[config.mk]
export PLATFORM = sky130hd
export DESIGN_NAME = wdt_sentinel
export DESIGN_NICKNAME = d
export VERILOG_FILES = /design/src/rtl/wdt_pkg.sv /design/src/rtl/wdt_rst_sync.sv /design/src/rtl/wdt_regif.sv /design/src/rtl/wdt_countdown.sv /design/src/rtl/wdt_response.sv /design/src/rtl/wdt_sentinel.sv
export SDC_FILE = /design/constraint.sdc
export NUM_CORES = 1
export LEC_CHECK = 0
export BUFFER_PORTS_ARGS = -buffer_cell sky130_fd_sc_hd__buf_2
export CORE_MARGIN = 2
export CORE_UTILIZATION = 60
export DETAILED_ROUTE_END_ITERATION = 10
export HOLD_SLACK_MARGIN = 0.1
export PLACE_DENSITY = 0.85
export SLEW_MARGIN = 40
export SYNTH_ARGS = -nofsm -noshare
export SYNTH_HDL_FRONTEND = slang
export SYNTH_SLANG_ARGS = --single-unit
export TNS_END_PERCENT = 30
[constraint.sdc]
create_clock -name clk -period 11.8 [get_ports clk]
set_clock_uncertainty 0.15 [all_clocks]
set_input_delay 1.77 -clock clk [delete_from_list [all_inputs] [get_ports clk]]
set_output_delay 1.77 -clock clk [all_outputs]
set_load 0.02 [all_outputs]
[src/rtl/wdt_pkg.sv]
package wdt_pkg;
  localparam int unsigned WDT_DATA_W    = 32;
  localparam int unsigned WDT_CTRL_OFS  = 0;
  localparam int unsigned WDT_TIMER_OFS = 4;
  localparam int unsigned WDT_FLAG_BIT  = WDT_DATA_W - 1;

  typedef enum logic [1:0] {
    ACT_OFF = 2'd0,
    ACT_IRQ = 2'd1,
    ACT_NMI = 2'd2,
    ACT_RST = 2'd3
  } wdt_act_e;
endpackage

[src/rtl/wdt_rst_sync.sv]
module wdt_rst_sync #(
  parameter int unsigned STAGES = 2
) (
  input  logic clk,
  input  logic arst_n,
  output logic srst_n
);
  logic [STAGES-1:0] sync_q;
  logic [STAGES-1:0] sync_d;

  always_comb sync_d = {sync_q[STAGES-2:0], 1'b1};

  always_ff @(posedge clk or negedge arst_n) begin
    if (!arst_n) sync_q <= '0;
    else         sync_q <= sync_d;
  end

  assign srst_n = sync_q[STAGES-1];
endmodule

[src/rtl/wdt_regif.sv]
module wdt_regif
  import wdt_pkg::*;
#(
  parameter int unsigned ADDR_W = 4,
  parameter int unsigned CNT_W  = 32
) (
  input  logic                  clk,
  input  logic                  rst_n,
  input  logic                  bus_sel,
  input  logic                  bus_wr,
  input  logic [ADDR_W-1:0]     bus_addr,
  input  logic [WDT_DATA_W-1:0] bus_wdata,
  output logic [WDT_DATA_W-1:0] bus_rdata,
  input  logic                  flag,
  input  logic [CNT_W-1:0]      cnt,
  output wdt_act_e              act,
  output logic                  ld_req,
  output logic [CNT_W-1:0]      ld_val
);
  localparam logic [ADDR_W-1:0] CTRL_A  = ADDR_W'(WDT_CTRL_OFS);
  localparam logic [ADDR_W-1:0] TIMER_A = ADDR_W'(WDT_TIMER_OFS);

  logic     hit_ctrl, hit_timer;
  wdt_act_e act_q, act_d;

  assign hit_ctrl  = bus_sel && (bus_addr == CTRL_A);
  assign hit_timer = bus_sel && (bus_addr == TIMER_A);

  always_comb begin
    act_d = act_q;
    if (hit_ctrl && bus_wr) act_d = wdt_act_e'(bus_wdata[1:0]);
  end

  always_ff @(posedge clk or negedge rst_n) begin
    if (!rst_n) act_q <= ACT_OFF;
    else        act_q <= act_d;
  end

  assign act    = act_q;
  assign ld_req = hit_timer && bus_wr;
  assign ld_val = bus_wdata[CNT_W-1:0];

  always_comb begin
    bus_rdata = '0;
    if (hit_ctrl) begin
      bus_rdata[1:0]          = act_q;
      bus_rdata[WDT_FLAG_BIT] = flag;
    end else if (hit_timer) begin
      bus_rdata[CNT_W-1:0] = cnt;
    end
  end

  // writes that miss the control register leave the action unchanged
  p_stray_wr_r2: assert property (@(posedge clk) disable iff (!rst_n)
    (bus_sel && bus_wr && !hit_ctrl) |=> (act_q == $past(act_q)));
  // a control write lands in the action field on the next cycle
  p_ctrl_wr_r2: assert property (@(posedge clk) disable iff (!rst_n)
    (hit_ctrl && bus_wr) |=> (act_q == $past(bus_wdata[1:0])));
endmodule

[src/rtl/wdt_countdown.sv]
module wdt_countdown #(
  parameter int unsigned CNT_W    = 32,
  parameter int unsigned LOAD_LAT = 3
) (
  input  logic             clk,
  input  logic             rst_n,
  input  logic             act_en,
  input  logic             ld_req,
  input  logic [CNT_W-1:0] ld_val,
  output logic [CNT_W-1:0] cnt,
  output logic             expire
);
  localparam int unsigned LAST = LOAD_LAT - 1;

  logic             stg_v [LOAD_LAT];
  logic [CNT_W-1:0] stg_d [LOAD_LAT];

  for (genvar s = 0; s < LOAD_LAT; s++) begin : g_stage
    logic             v_in;
    logic [CNT_W-1:0] d_in;
    if (s == 0) begin : g_head
      assign v_in = ld_req;
      assign d_in = ld_val;
    end else begin : g_body
      assign v_in = stg_v[s-1];
      assign d_in = stg_d[s-1];
    end
    always_ff @(posedge clk or negedge rst_n) begin
      if (!rst_n) stg_v[s] <= 1'b0;
      else        stg_v[s] <= v_in;
    end
    always_ff @(posedge clk or negedge rst_n) begin
      if (!rst_n)    stg_d[s] <= '0;
      else if (v_in) stg_d[s] <= d_in;
    end
  end

  logic             ld_arrive;
  logic [CNT_W-1:0] ld_data;
  logic [CNT_W-1:0] cnt_q, cnt_d;
  logic             armed_q, armed_d;

  assign ld_arrive = stg_v[LAST];
  assign ld_data   = stg_d[LAST];

  always_comb begin
    cnt_d   = cnt_q;
    armed_d = armed_q;
    expire  = 1'b0;
    if (ld_arrive) begin
      cnt_d   = ld_data;
      armed_d = 1'b1;
    end else if (act_en) begin
      if (cnt_q != '0) begin
        cnt_d = cnt_q - CNT_W'(1);
      end else if (armed_q) begin
        expire  = 1'b1;
        armed_d = 1'b0;
      end
    end
  end

  always_ff @(posedge clk or negedge rst_n) begin
    if (!rst_n) begin
      cnt_q   <= '1;
      armed_q <= 1'b1;
    end else begin
      cnt_q   <= cnt_d;
      armed_q <= armed_d;
    end
  end

  assign cnt = cnt_q;

  // a value leaving the load pipeline becomes the count
  p_load_r3: assert property (@(posedge clk) disable iff (!rst_n)
    ld_arrive |=> (cnt_q == $past(ld_data)));
  // the count holds while the action is off
  p_hold_r4: assert property (@(posedge clk) disable iff (!rst_n)
    (!act_en && !ld_arrive) |=> (cnt_q == $past(cnt_q)));
  // one step down per cycle while enabled
  p_dec_r4: assert property (@(posedge clk) disable iff (!rst_n)
    (act_en && !ld_arrive && cnt_q != '0) |=> (cnt_q == $past(cnt_q) - CNT_W'(1)));
  // zero is sticky until a reload
  p_zero_stay_r5: assert property (@(posedge clk) disable iff (!rst_n)
    (cnt_q == '0 && !ld_arrive) |=> (cnt_q == '0));
  // expiry never repeats without a reload in between
  p_fire_once_r5: assert property (@(posedge clk) disable iff (!rst_n)
    expire |=> !expire);
endmodule

[src/rtl/wdt_response.sv]
module wdt_response
  import wdt_pkg::*;
#(
  parameter int unsigned RST_HOLD = 16
) (
  input  logic     clk,
  input  logic     rst_n,
  input  logic     por_n,
  input  logic     expire,
  input  wdt_act_e act,
  output logic     irq,
  output logic     nmi,
  output logic     rst_req,
  output logic     last_wdt_rst
);
  localparam int unsigned HOLD_W = $clog2(RST_HOLD + 1);
  localparam int unsigned CHK_W  = HOLD_W + 1;

  logic              irq_q, irq_d, nmi_q, nmi_d;
  logic              fire_rst;
  logic [HOLD_W-1:0] hold_q, hold_d;
  logic              flag_q, flag_d;

  always_comb begin
    irq_d    = expire && (act == ACT_IRQ);
    nmi_d    = expire && (act == ACT_NMI);
    fire_rst = expire && (act == ACT_RST);
    hold_d   = hold_q;
    if (fire_rst)            hold_d = HOLD_W'(RST_HOLD);
    else if (hold_q != '0)   hold_d = hold_q - HOLD_W'(1);
    flag_d   = flag_q | fire_rst;
  end

  always_ff @(posedge clk or negedge rst_n) begin
    if (!rst_n) begin
      irq_q  <= 1'b0;
      nmi_q  <= 1'b0;
      hold_q <= '0;
    end else begin
      irq_q  <= irq_d;
      nmi_q  <= nmi_d;
      hold_q <= hold_d;
    end
  end

  // power-on domain: survives a system reset
  always_ff @(posedge clk or negedge por_n) begin
    if (!por_n) flag_q <= 1'b0;
    else        flag_q <= flag_d;
  end

  assign irq          = irq_q;
  assign nmi          = nmi_q;
  assign rst_req      = (hold_q != '0);
  assign last_wdt_rst = flag_q;

  // checker: length of the current reset-request window
  logic [CHK_W-1:0] chk_len;
  always_ff @(posedge clk or negedge rst_n) begin
    if (!rst_n)       chk_len <= '0;
    else if (rst_req) chk_len <= chk_len + CHK_W'(1);
    else              chk_len <= '0;
  end

  // interrupt is a single-cycle pulse
  p_irq_pulse_r6: assert property (@(posedge clk) disable iff (!rst_n)
    irq_q |=> !irq_q);
  // NMI is a single-cycle pulse
  p_nmi_pulse_r7: assert property (@(posedge clk) disable iff (!rst_n)
    nmi_q |=> !nmi_q);
  // at most one pulse output at a time
  p_excl_r6: assert property (@(posedge clk) disable iff (!rst_n)
    $onehot0({irq_q, nmi_q}));
  // request window lasts exactly RST_HOLD cycles
  p_req_len_r8: assert property (@(posedge clk) disable iff (!rst_n)
    $fell(rst_req) |-> (chk_len == CHK_W'(RST_HOLD)));
  // a reset expiry records itself in the flag
  p_flag_set_r9: assert property (@(posedge clk) disable iff (!rst_n)
    fire_rst |=> flag_q);
  // only power-on reset may clear the flag
  p_flag_keep_r9: assert property (@(posedge clk) disable iff (!por_n)
    !$fell(flag_q));
endmodule

[src/rtl/wdt_sentinel.sv]
module wdt_sentinel
  import wdt_pkg::*;
#(
  parameter int unsigned ADDR_W      = 4,
  parameter int unsigned CNT_W       = 32,
  parameter int unsigned LOAD_LAT    = 3,
  parameter int unsigned RST_HOLD    = 16,
  parameter int unsigned SYNC_STAGES = 2
) (
  input  logic              clk,
  input  logic              rst_n,
  input  logic              por_n,
  input  logic              bus_sel,
  input  logic              bus_wr,
  input  logic [ADDR_W-1:0] bus_addr,
  input  logic [31:0]       bus_wdata,
  output logic [31:0]       bus_rdata,
  output logic              irq_pulse,
  output logic              nmi_pulse,
  output logic              chip_rst_req
);
  logic             sys_arst_n, sys_rst_n, por_rst_n;
  wdt_act_e         act;
  logic             ld_req, expire, flag;
  logic [CNT_W-1:0] ld_val, cnt;

  assign sys_arst_n = rst_n & por_n;

  wdt_rst_sync #(.STAGES(SYNC_STAGES)) u_sys_sync (
    .clk(clk), .arst_n(sys_arst_n), .srst_n(sys_rst_n)
  );

  wdt_rst_sync #(.STAGES(SYNC_STAGES)) u_por_sync (
    .clk(clk), .arst_n(por_n), .srst_n(por_rst_n)
  );

  wdt_regif #(.ADDR_W(ADDR_W), .CNT_W(CNT_W)) u_regif (
    .clk(clk), .rst_n(sys_rst_n),
    .bus_sel(bus_sel), .bus_wr(bus_wr), .bus_addr(bus_addr),
    .bus_wdata(bus_wdata), .bus_rdata(bus_rdata),
    .flag(flag), .cnt(cnt), .act(act),
    .ld_req(ld_req), .ld_val(ld_val)
  );

  wdt_countdown #(.CNT_W(CNT_W), .LOAD_LAT(LOAD_LAT)) u_count (
    .clk(clk), .rst_n(sys_rst_n), .act_en(act != ACT_OFF),
    .ld_req(ld_req), .ld_val(ld_val), .cnt(cnt), .expire(expire)
  );

  wdt_response #(.RST_HOLD(RST_HOLD)) u_resp (
    .clk(clk), .rst_n(sys_rst_n), .por_n(por_rst_n),
    .expire(expire), .act(act),
    .irq(irq_pulse), .nmi(nmi_pulse), .rst_req(chip_rst_req),
    .last_wdt_rst(flag)
  );
endmodule

## Word level (Yosys, flattened, before mapping)

Cells that the tools add are included.

- Add/subtract/negate cells: 2
- Multiply operators: 0
- Divide/modulo/power cells: 0
- $lt $le $gt $ge: 0
- Eq/ne operators: 5
- Shifts and indexed selects: 0
- Mux-type cells: 16
- Bitwise gates (word level): 2
- Reductions and logical operators: 16

Operator list:

| kind | number |
|---|---|
| $mux 32 | 4 |
| $reduce_bool 32->1 | 1 |
| $sub 32x1->32 const B | 1 |
| $mux 29 | 1 |
| $mux 5 | 2 |
| $mux 1 | 8 |
| $reduce_bool 2->1 | 4 |
| $logic_and 1x1->1 | 7 |
| $reduce_bool 5->1 | 1 |
| $sub 5x1->5 const B | 1 |
| $eq 2x2->1 const B | 2 |
| $eq 4x3->1 const B | 1 |
| $logic_not 4->1 | 1 |
| $reduce_and 2->1 | 2 |
| $eq 2x1->1 const B | 1 |
| $mux 2 | 1 |
| $ne 2x1->1 const B | 1 |
| $and 1x1->1 | 1 |
| $or 1x1->1 | 1 |

- Register bits: 146
- Latch bits: 0
- Memory bits (writable): 0
- Memory bits (read-only): 0
- Bits of input ports: 41
- Output and inout bits: 35
- Logic and storage cells: 56
- Memories kept: 0

## Longest topological paths before layout

Gate-level depths: netlist of the first run.

- Depth after elaboration: 6
- Gate-level depth with buffers: 8
- Mapped depth without buffers: 7

## By module

Synthesis of the first run repeated with hierarchy kept, for this count alone.

- Cells, all modules: 567
- Area, all modules: 6,806.5 um2

Modules (own cells, without submodules):

| module | instances | cells each | area an instance (um2) | sequential area each (um2) |
|---|---|---|---|---|
| wdt_countdown | 1 | 445 | 5,719.2 | 3,344.5 |
| wdt_regif | 1 | 79 | 596.8 | 50.0 |
| wdt_response | 1 | 35 | 370.4 | 200.2 |
| wdt_rst_sync | 2 | 3 | 53.8 | 50.0 |
| wdt_sentinel | 1 | 2 | 12.5 | 0.0 |

## Worst setup path before layout of the first run

No wires, ideal clock.

- Kind: input -> output
- Start point: in bus_addr[1]
- End point: out bus_rdata[20]
- Arrival: 3,005 ps
- Required time: 9,880 ps
- Setup slack: 6,875 ps
- Stages on the path: 4
- Path buffers: 2
- Cells stage by stage: nor4b_1 > clkbuf_1 > clkbuf_1 > and3_1

- Word-level cells in the longest chain between the ends: 4
- Elaborated cells on any way between the ends: 6
- Those cells by class: eq/ne (1); mux (2); reduce/logical (3)

RTL lines:

| item | RTL line | RTL |
|---|---|---|
| start: declaration | wdt_sentinel.sv:15 | `input logic [ADDR_W-1:0] bus_addr,` |
| $eq 4x3->1 | wdt_regif.sv:27 | `assign hit_timer = bus_sel && (bus_addr == TIMER_A);` |
| $logic_and 1x1->1 | wdt_regif.sv:27 |  |
| $mux 32 | wdt_regif.sv:48 | `end else if (hit_timer) begin` |
| $mux 29 * | wdt_regif.sv:45 | `if (hit_ctrl) begin` |
| end: declaration | wdt_sentinel.sv:17 | `output logic [31:0] bus_rdata,` |

Mark *: on every way between the ends. The rest lies on a longest branch, timed or not.

## Final worst setup path of the first run

- Start point: in bus_addr[1]
- End point: out bus_rdata[0]

- Word-level cells in the longest chain between the ends: 4
- Elaborated cells on any way between the ends: 6
- Those cells by class: eq/ne (1); mux (2); reduce/logical (3)

RTL lines:

| item | RTL line |
|---|---|
| $eq 4x3->1 | wdt_regif.sv:27 |
| $logic_and 1x1->1 | wdt_regif.sv:27 |
| $mux 32 | wdt_regif.sv:48 |
| $mux 2 * | wdt_regif.sv:45 |

Marked as above.

==> flow_summary_export.csv, run 1 <==
group,metric,value,unit
worst_setup_path,critical-path-top-delay-family,"simple AND/OR/NAND/NOR gates",
placed_design,port-buffer-count,75,
logic_synthesis,ys.flop_type,"sky130_fd_sc_hd__dfrtp_1",
worst_setup_path,endpoint_kind,"output pin",
detailed_routing,detailed_route_drc_error_count,0,
logic_synthesis,yosys.cell_count.top_type,"sky130_fd_sc_hd__dfrtp_1",
sta,period_needed,4903,ps
logic_synthesis,synth.cells.most_frequent,"113 x sky130_fd_sc_hd__dfrtp_1, 100 x sky130_fd_sc_hd__mux2_2, 38 x sky130_fd_sc_hd__nor2_1",
clock_network,cts_tree,"built",
power_and_ir_drop,power_frac_seq,0.483,
logic_synthesis,synth.avg_cell_area,12.44,um2
floorplan,initial_utilization,0.6213,
sta,report.final.setup_viol,0,
clock_network,cts.sink_count,146,
sta,timing_worst_slew_pin_value,672.5,ps
worst_setup_path,critPathRequiredTime,9880,ps
logic_synthesis,synth.ff_latch_count,146,
cells_and_area,drive_gt1_frac,0.4375,
cells_and_area,register_area,3699,um2
global_route,grt_antenna_before_repair,0,
detailed_routing,drtIter0Drc,193,
worst_setup_path,cell_breakdown_of_the_critical_path,"buf_2 -> or4b_2 -> nor2_1 -> buf_2",
placed_design,worst_slack_after_detailed_placement,6962,ps
min_path,hold_class,"flop to asynchronous set/reset pin",
worst_setup_path,crit_arrival,2980,ps
floorplan,design.die.area,11630,um2
cells_and_area,fillers,700,
detailed_routing,drt-vias-per-instance,6.024,
sta,finalHoldViolCount,0,
cells_and_area,diodes,0,
floorplan,die-height,107.9,um
power_and_ir_drop,clkPwrFrac,0.392,
worst_setup_path,critPathMostFrequentCell,"sky130_fd_sc_hd__buf_2",
logic_synthesis,synth.top_cells.by_area,"sky130_fd_sc_hd__dfrtp_1 44%, sky130_fd_sc_hd__mux2_2 17%, sky130_fd_sc_hd__dfstp_2 13%",
sta,period_share,0.4155,
floorplan,standard_cell_row_count,37,
clock_network,htree_levels,4,
flow_run,drv_cap,0,
logic_synthesis,synth_largest_type_area_fraction,0.4370,
clock_network,worstSkewPairLatency,530,ps
worst_setup_path,cp_max_fo,3,
sta,grt_setup_unrepaired,"no",
power_and_ir_drop,swShare,0.2617,
status,run_status,"complete, no violations",
power_and_ir_drop,p_total,1.415,mW
logic_synthesis,post_synthesis_cell_count,520,
clock_network,clockRootBuffer,"sky130_fd_sc_hd__clkbuf_8",
sta,finalWorstSetupSlack,6897,ps
worst_setup_path,timing.critical_path.slowest_cell_delay,710,ps
global_route,grt_overflow_total,0,
logic_synthesis,synth_warnings,0,
floorplan,die_w,107.9,um
worst_setup_path,highest_delay_cell_along_the_critical_path,"sky130_fd_sc_hd__or4b_2",
global_route,number_of_global_route_vias_before_repair,4532,
power_and_ir_drop,power.density_cell_area,185.7,nW/um2
logic_synthesis,synth-edff-count,0,
sta,finalSetupTns,0,ps
logic_synthesis,syn-cell-area,6471,um2
clock_network,cts_setup_buffers,0,
power_and_ir_drop,comb_power_share,0.125,
global_route,grt_util_all_layers,0.2563,
sta,max-slew-margin-rel,0.5504,
worst_setup_path,cp-start-kind,"input pin",
placed_design,placed_cells_incl_taps,710,
cells_and_area,finish.cell_count_without_fillers,744,
worst_setup_path,worst-path-buf-inv,2,
detailed_routing,wl_per_cell,18.35,um
logic_synthesis,seq_area_frac_synth,0.5710,
logic_synthesis,postSynth.asyncResetShare,1.000,
sta,worst_hold_slack,103.1,ps
cells_and_area,nets,639,
sta,slew_violations,0,
worst_setup_path,critPathKind,"input pin to output pin",
clock_network,clock_tree.buffer_depth,2,
detailed_routing,detailroute.via_count,4482,
power_and_ir_drop,static-leakage-power,3.656,nW
global_route,grt_pass1_wl,22610,um
sta,fmax,204.0,MHz
detailed_routing,antenna_left,0,
power_and_ir_drop,internal-power,1.045,mW
clock_network,worst_setup_hold_path_clk_slew,60,ps
clock_network,tritoncts.num_buffers,17,
logic_synthesis,synth_cell_types,51,
placed_design,place.detailed.hpwl,8782,um
power_and_ir_drop,peakVddDrop,0.0001371,V
detailed_routing,detail_route.wirelength,13650,um
cells_and_area,combined_area_of_the_multi_input_logic_cells,2631,um2
floorplan,boundaryPins,76,
placed_design,gp_routability_congestion,0.8254,
detailed_routing,dr.pass1.iters,5,
worst_setup_path,ff2ff_setup_slack,8620,ps
global_route,grt_start_max_net_pins,71,
power_and_ir_drop,power.switching,0.3703,mW
logic_synthesis,synth.largest_area_cell,"sky130_fd_sc_hd__dfrtp_1",
cells_and_area,area_growth_from_synthesis_to_layout,17.75,%
floorplan,fp.coreArea,10420,um2
registers in the layout (all words and copies together), names as in the netlist, 2 cells and up:
name and count:
u_count.g_stage.d_in 64, u_count.cnt 32, u_count.ld_data 32, u_resp.hold_q 5, u_count.g_stage.v_in 2, u_por_sync.sync_q 2, u_regif.act 2, u_sys_sync.sync_q 2
layout by cell type (no fill, tap or decap), drive strengths merged, types with 15 or more instances in the layout:
cell / instances
dfrtp: 113
mux2: 100
buf: 83
nor2: 39
dfstp: 33
and3: 29
nand2: 22
o21ai: 20
clkbuf: 19
a31oi: 15
worst paths after layout:
path / startpoint / end / depth (start not counted)
worst max register to register: u_count.cnt[0] / u_count.cnt[22] / 7
min in group clk: u_sys_sync.sync_q[0] / u_sys_sync.sync_q[1] / 0
max in group asynchronous: por_n / u_sys_sync.sync_q[1] / 2
worst min register to register: u_sys_sync.sync_q[1] / u_regif.act[1] / 0
worst max-delay path: bus_addr[1] / bus_rdata[0] / 4
worst min-delay path: u_sys_sync.sync_q[1] / u_regif.act[1] / 0
routing by layer:
layer	routed length, um	vias to the layer above	track usage
met4	102	0	0.06868
li1	-	2048	-
met5	0	-	0
met1	5963	2276	0.3369
met2	6861	148	0.4232
met3	727	10	0.06840
kinds of logic after synthesis:
kind of cell               synth area share
and+or+nand+nor                      0.1324
DFF                                  0.5710
muxes                                0.1787
AOI/OAI and AO/OA                   0.06825
buffers and inverters               0.02571
xor gates and xnor gates            0.01759
adders and majority gates          0.005801
other                             0.0005795
cell type report:
| cell class | count | share of cell area |
|---|---|---|
| Multi-Input combinational cell | 337 | 0.3453 |
| Inverter | 9 | 0.004433 |
| Clock buffer | 19 | 0.05665 |
| Clock inverter | 13 | 0.02414 |
| Sequential cell | 146 | 0.4854 |
| Tap cell | 136 | 0.02233 |
| Timing Repair Buffer | 84 | 0.06174 |
worst reg2reg max path: stages (launching register included):
cell and delay (ps):
sky130_fd_sc_hd__dfstp_2 390, sky130_fd_sc_hd__inv_1 100, sky130_fd_sc_hd__ha_1 250, sky130_fd_sc_hd__or4b_2 690
sky130_fd_sc_hd__nor3_2 550, sky130_fd_sc_hd__o21ai_1 320, sky130_fd_sc_hd__o311a_1 410, sky130_fd_sc_hd__a221o_1 260
stage by stage:
stage | instance area (um2) | util
after floorplan | 6475 | -
after global placement | 6943 | 0.6665
after detailed placement | 6968 | 0.6689
after CTS | 7594 | 0.7290
after global routing | 7620 | 0.7315
final | 7620 | 0.7315
timing repair:
item,in CTS,in global routing
endpoints found under the hold margin,1,0
endpoints found under the setup margin,0,0
hold buffers,1,0
resized for setup,0,0
power groups by stage:
| stage | clock network, mW | logic, mW | registers, mW |
|---|---|---|---|
| finish | 0.555 | 0.177 | 0.683 |
| global route | 0.589 | 0.197 | 0.694 |
| CTS | 0.563 | 0.174 | 0.685 |
| detailed placement | 0 | 0.170 | 0.692 |
| global placement | 0 | 0.157 | 0.686 |
| floorplan | 0 | 0.134 | 0.664 |
No activity file was read; power rests on OpenSTA's default activity.
==> inputs of run 2 (changes only) <==
CORE_UTILIZATION = 52   (was 60)
PLACE_DENSITY = 0.78   (was 0.85)
clock period = 3.95 ns   (was 11.8 ns; I/O delays follow)
==> run 2 against run 1 <==
Non-clock buffer count unchanged. Register-to-register slack worse by 7700 ps. Critical path depth is 3 higher. Global-route usage decreased by 4.4 points. Core utilization is 9.3 points lower.
==> flow_summary_export.csv, run 2 (synthesis gave the netlist of run 1 again) <==
group,metric,value,unit
detailed_routing,wl_per_cell,16.76,um
cells_and_area,area_growth_from_synthesis_to_layout,19.01,%
global_route,grt_util_all_layers,0.2124,
sta,max-slew-margin-rel,0.5721,
placed_design,placed_cells_incl_taps,740,
clock_network,cts-resized-gates,0,
worst_setup_path,critPathKind,"flop to flop",
cells_and_area,drive_gt1_frac,0.4375,
global_route,grt_antenna_before_repair,0,
detailed_routing,detail_route.wirelength,13010,um
power_and_ir_drop,power.density_cell_area,557.8,nW/um2
floorplan,fp.coreArea,12060,um2
worst_setup_path,worst-path-buf-inv,1,
worst_setup_path,endpoint_kind,"flop",
cells_and_area,finish.cell_count_without_fillers,776,
worst_setup_path,highest_delay_cell_along_the_critical_path,"sky130_fd_sc_hd__or4b_2",
worst_setup_path,cp_max_fo,8,
floorplan,design.die.area,13350,um2
worst_setup_path,cp-start-kind,"flop",
placed_design,place.detailed.hpwl,8600,um
sta,timing_worst_slew_pin_value,640.8,ps
power_and_ir_drop,static-leakage-power,3.662,nW
cells_and_area,largest_register_ff_count,64,
clock_network,cts_tree,"built",
floorplan,standard_cell_row_count,40,
clock_network,clock_tree.buffer_depth,2,
sta,report.final.setup_viol,0,
global_route,grt_pass1_wl,21780,um
detailed_routing,drt-vias-per-instance,5.581,
cells_and_area,mostFrequentLayoutCell,"sky130_fd_sc_hd__dfrtp_1",
worst_setup_path,critPathRequiredTime,4140,ps
placed_design,port-buffer-count,75,
cells_and_area,fillers,949,
sta,period_needed,2992,ps
worst_setup_path,cell_breakdown_of_the_critical_path,"inv_1 -> ha_1 -> or4b_2 -> nor3_2 -> o21ai_1 -> o311a_1 -> a221o_1",
clock_network,worst_setup_hold_path_clk_slew,60,ps
worst_setup_path,timing.critical_path.slowest_cell_delay,690,ps
placed_design,gp_routability_congestion,0.8407,
clock_network,cts_setup_buffers,0,
power_and_ir_drop,peakVddDrop,0.0003687,V
floorplan,boundaryPins,76,
clock_network,htree_levels,4,
clock_network,cts.hold.buffers_added,3,
status,run_status,"complete, no violations",
cells_and_area,nets,639,
detailed_routing,detailed_route_drc_error_count,0,
floorplan,die_w,115.6,um
sta,slew_violations,0,
flow_run,drv_cap,0,
detailed_routing,antenna_left,0,
floorplan,initial_utilization,0.5365,
global_route,number_of_global_route_vias_before_repair,4467,
min_path,hold_class,"flop to asynchronous set/reset pin",
detailed_routing,detailroute.via_count,4331,
worst_setup_path,crit_arrival,3190,ps
global_route,grt_overflow_total,0,
sta,finalWorstSetupSlack,958.1,ps
clock_network,clockRootBuffer,"sky130_fd_sc_hd__clkbuf_16",
sta,finalHoldViolCount,0,
sta,grt_setup_unrepaired,"no",
floorplan,die-height,115.6,um
clock_network,tritoncts.num_buffers,17,
detailed_routing,dr.pass1.iters,5,
clock_network,cts.sink_count,146,
cells_and_area,layout.cells.most_common_list,"111 x sky130_fd_sc_hd__dfrtp_1, 100 x sky130_fd_sc_hd__mux2_2, 75 x sky130_fd_sc_hd__buf_2, 38 x sky130_fd_sc_hd__nor2_1, 33 x sky130_fd_sc_hd__dfstp_2",
cells_and_area,diodes,0,
worst_setup_path,critical-path-top-delay-family,"simple AND/OR/NAND/NOR gates",
sta,period_share,0.7575,
global_route,grt_start_max_net_pins,78,
placed_design,worst_slack_after_detailed_placement,941.2,ps
sta,fmax,334.2,MHz
detailed_routing,drtIter0Drc,247,
sta,finalSetupTns,0,ps
clock_network,worstSkewPairLatency,420,ps
## run 2: cell types whose count changed in the layout (fill, tap and decap cells not counted)
cell / previous run / this run
sky130_fd_sc_hd__dlygate4sd3_1: 1 / 3
sky130_fd_sc_hd__bufinv_16: 4 / 5
sky130_fd_sc_hd__dfrtp_1: 112 / 111
sky130_fd_sc_hd__dfrtp_2: 0 / 1
sky130_fd_sc_hd__clkinv_1: 1 / 0
sky130_fd_sc_hd__clkbuf_8: 2 / 1
sky130_fd_sc_hd__buf_4: 6 / 4
sky130_fd_sc_hd__clkinvlp_4: 2 / 4
sky130_fd_sc_hd__clkinv_4: 3 / 1
sky130_fd_sc_hd__clkbuf_16: 16 / 17
## run 2: power by group
group | internal, mW | leakage (nW) | switching (mW)
Clock | 1.14 | 0.306 | 0.613
Sequential | 1.81 | 1.86 | 0.225
Combinational | 0.268 | 1.50 | 0.246
## run 2: path summary, 6_finish.rpt
| path | cells past startpoint | startpoint | endpoint | slack (ps) |
|---|---|---|---|---|
| max | 7 | u_count.cnt[0] | u_count.cnt[22] | 960 |
| min | 0 | u_sys_sync.sync_q[1] | u_resp.nmi | 100 |
| max reg2reg | 7 | u_count.cnt[0] | u_count.cnt[22] | 960 |
| min reg2reg | 0 | u_sys_sync.sync_q[1] | u_resp.nmi | 100 |
| max in group asynchronous | 1 | u_sys_sync.sync_q[1] | u_count.cnt[6] | 2800 |
| min in group clk | 0 | u_sys_sync.sync_q[0] | u_sys_sync.sync_q[1] | 200 |
## run 2: cell type report
type / count / area (um2) / share of cell area
tap: 168 / 210.2 / 0.02729
inverter: 9 / 33.78 / 0.004387
sequential: 146 / 3700 / 0.4804
multi-input combinational: 337 / 2631 / 0.3417
timing repair buffer: 84 / 475.5 / 0.06174
clock buffer: 19 / 442.9 / 0.05751
clock inverter: 13 / 207.7 / 0.02697
## run 2: per-layer routing
metal	wire length, um	vias up	GRT usage
li1	-	2040	-
met1	5859	2137	0.2945
met2	6097	133	0.3209
met3	793	21	0.05596
met4	257	0	0.08675
met5	0	-	0
## run 2: stage by stage
stage | power (mW) | utilization | instance area (um2) | hold WS (ps)
after CTS | 4.333 | 0.6363 | 7675 | 200.7
final | 4.296 | 0.6385 | 7701 | 99.74
after global routing | 4.500 | 0.6385 | 7701 | 126.5
after floorplan | 2.383 | - | 6476 | -155.7
after global placement | 2.526 | 0.5798 | 6993 | -147.9
after detailed placement | 2.561 | 0.5799 | 6994 | -150.2
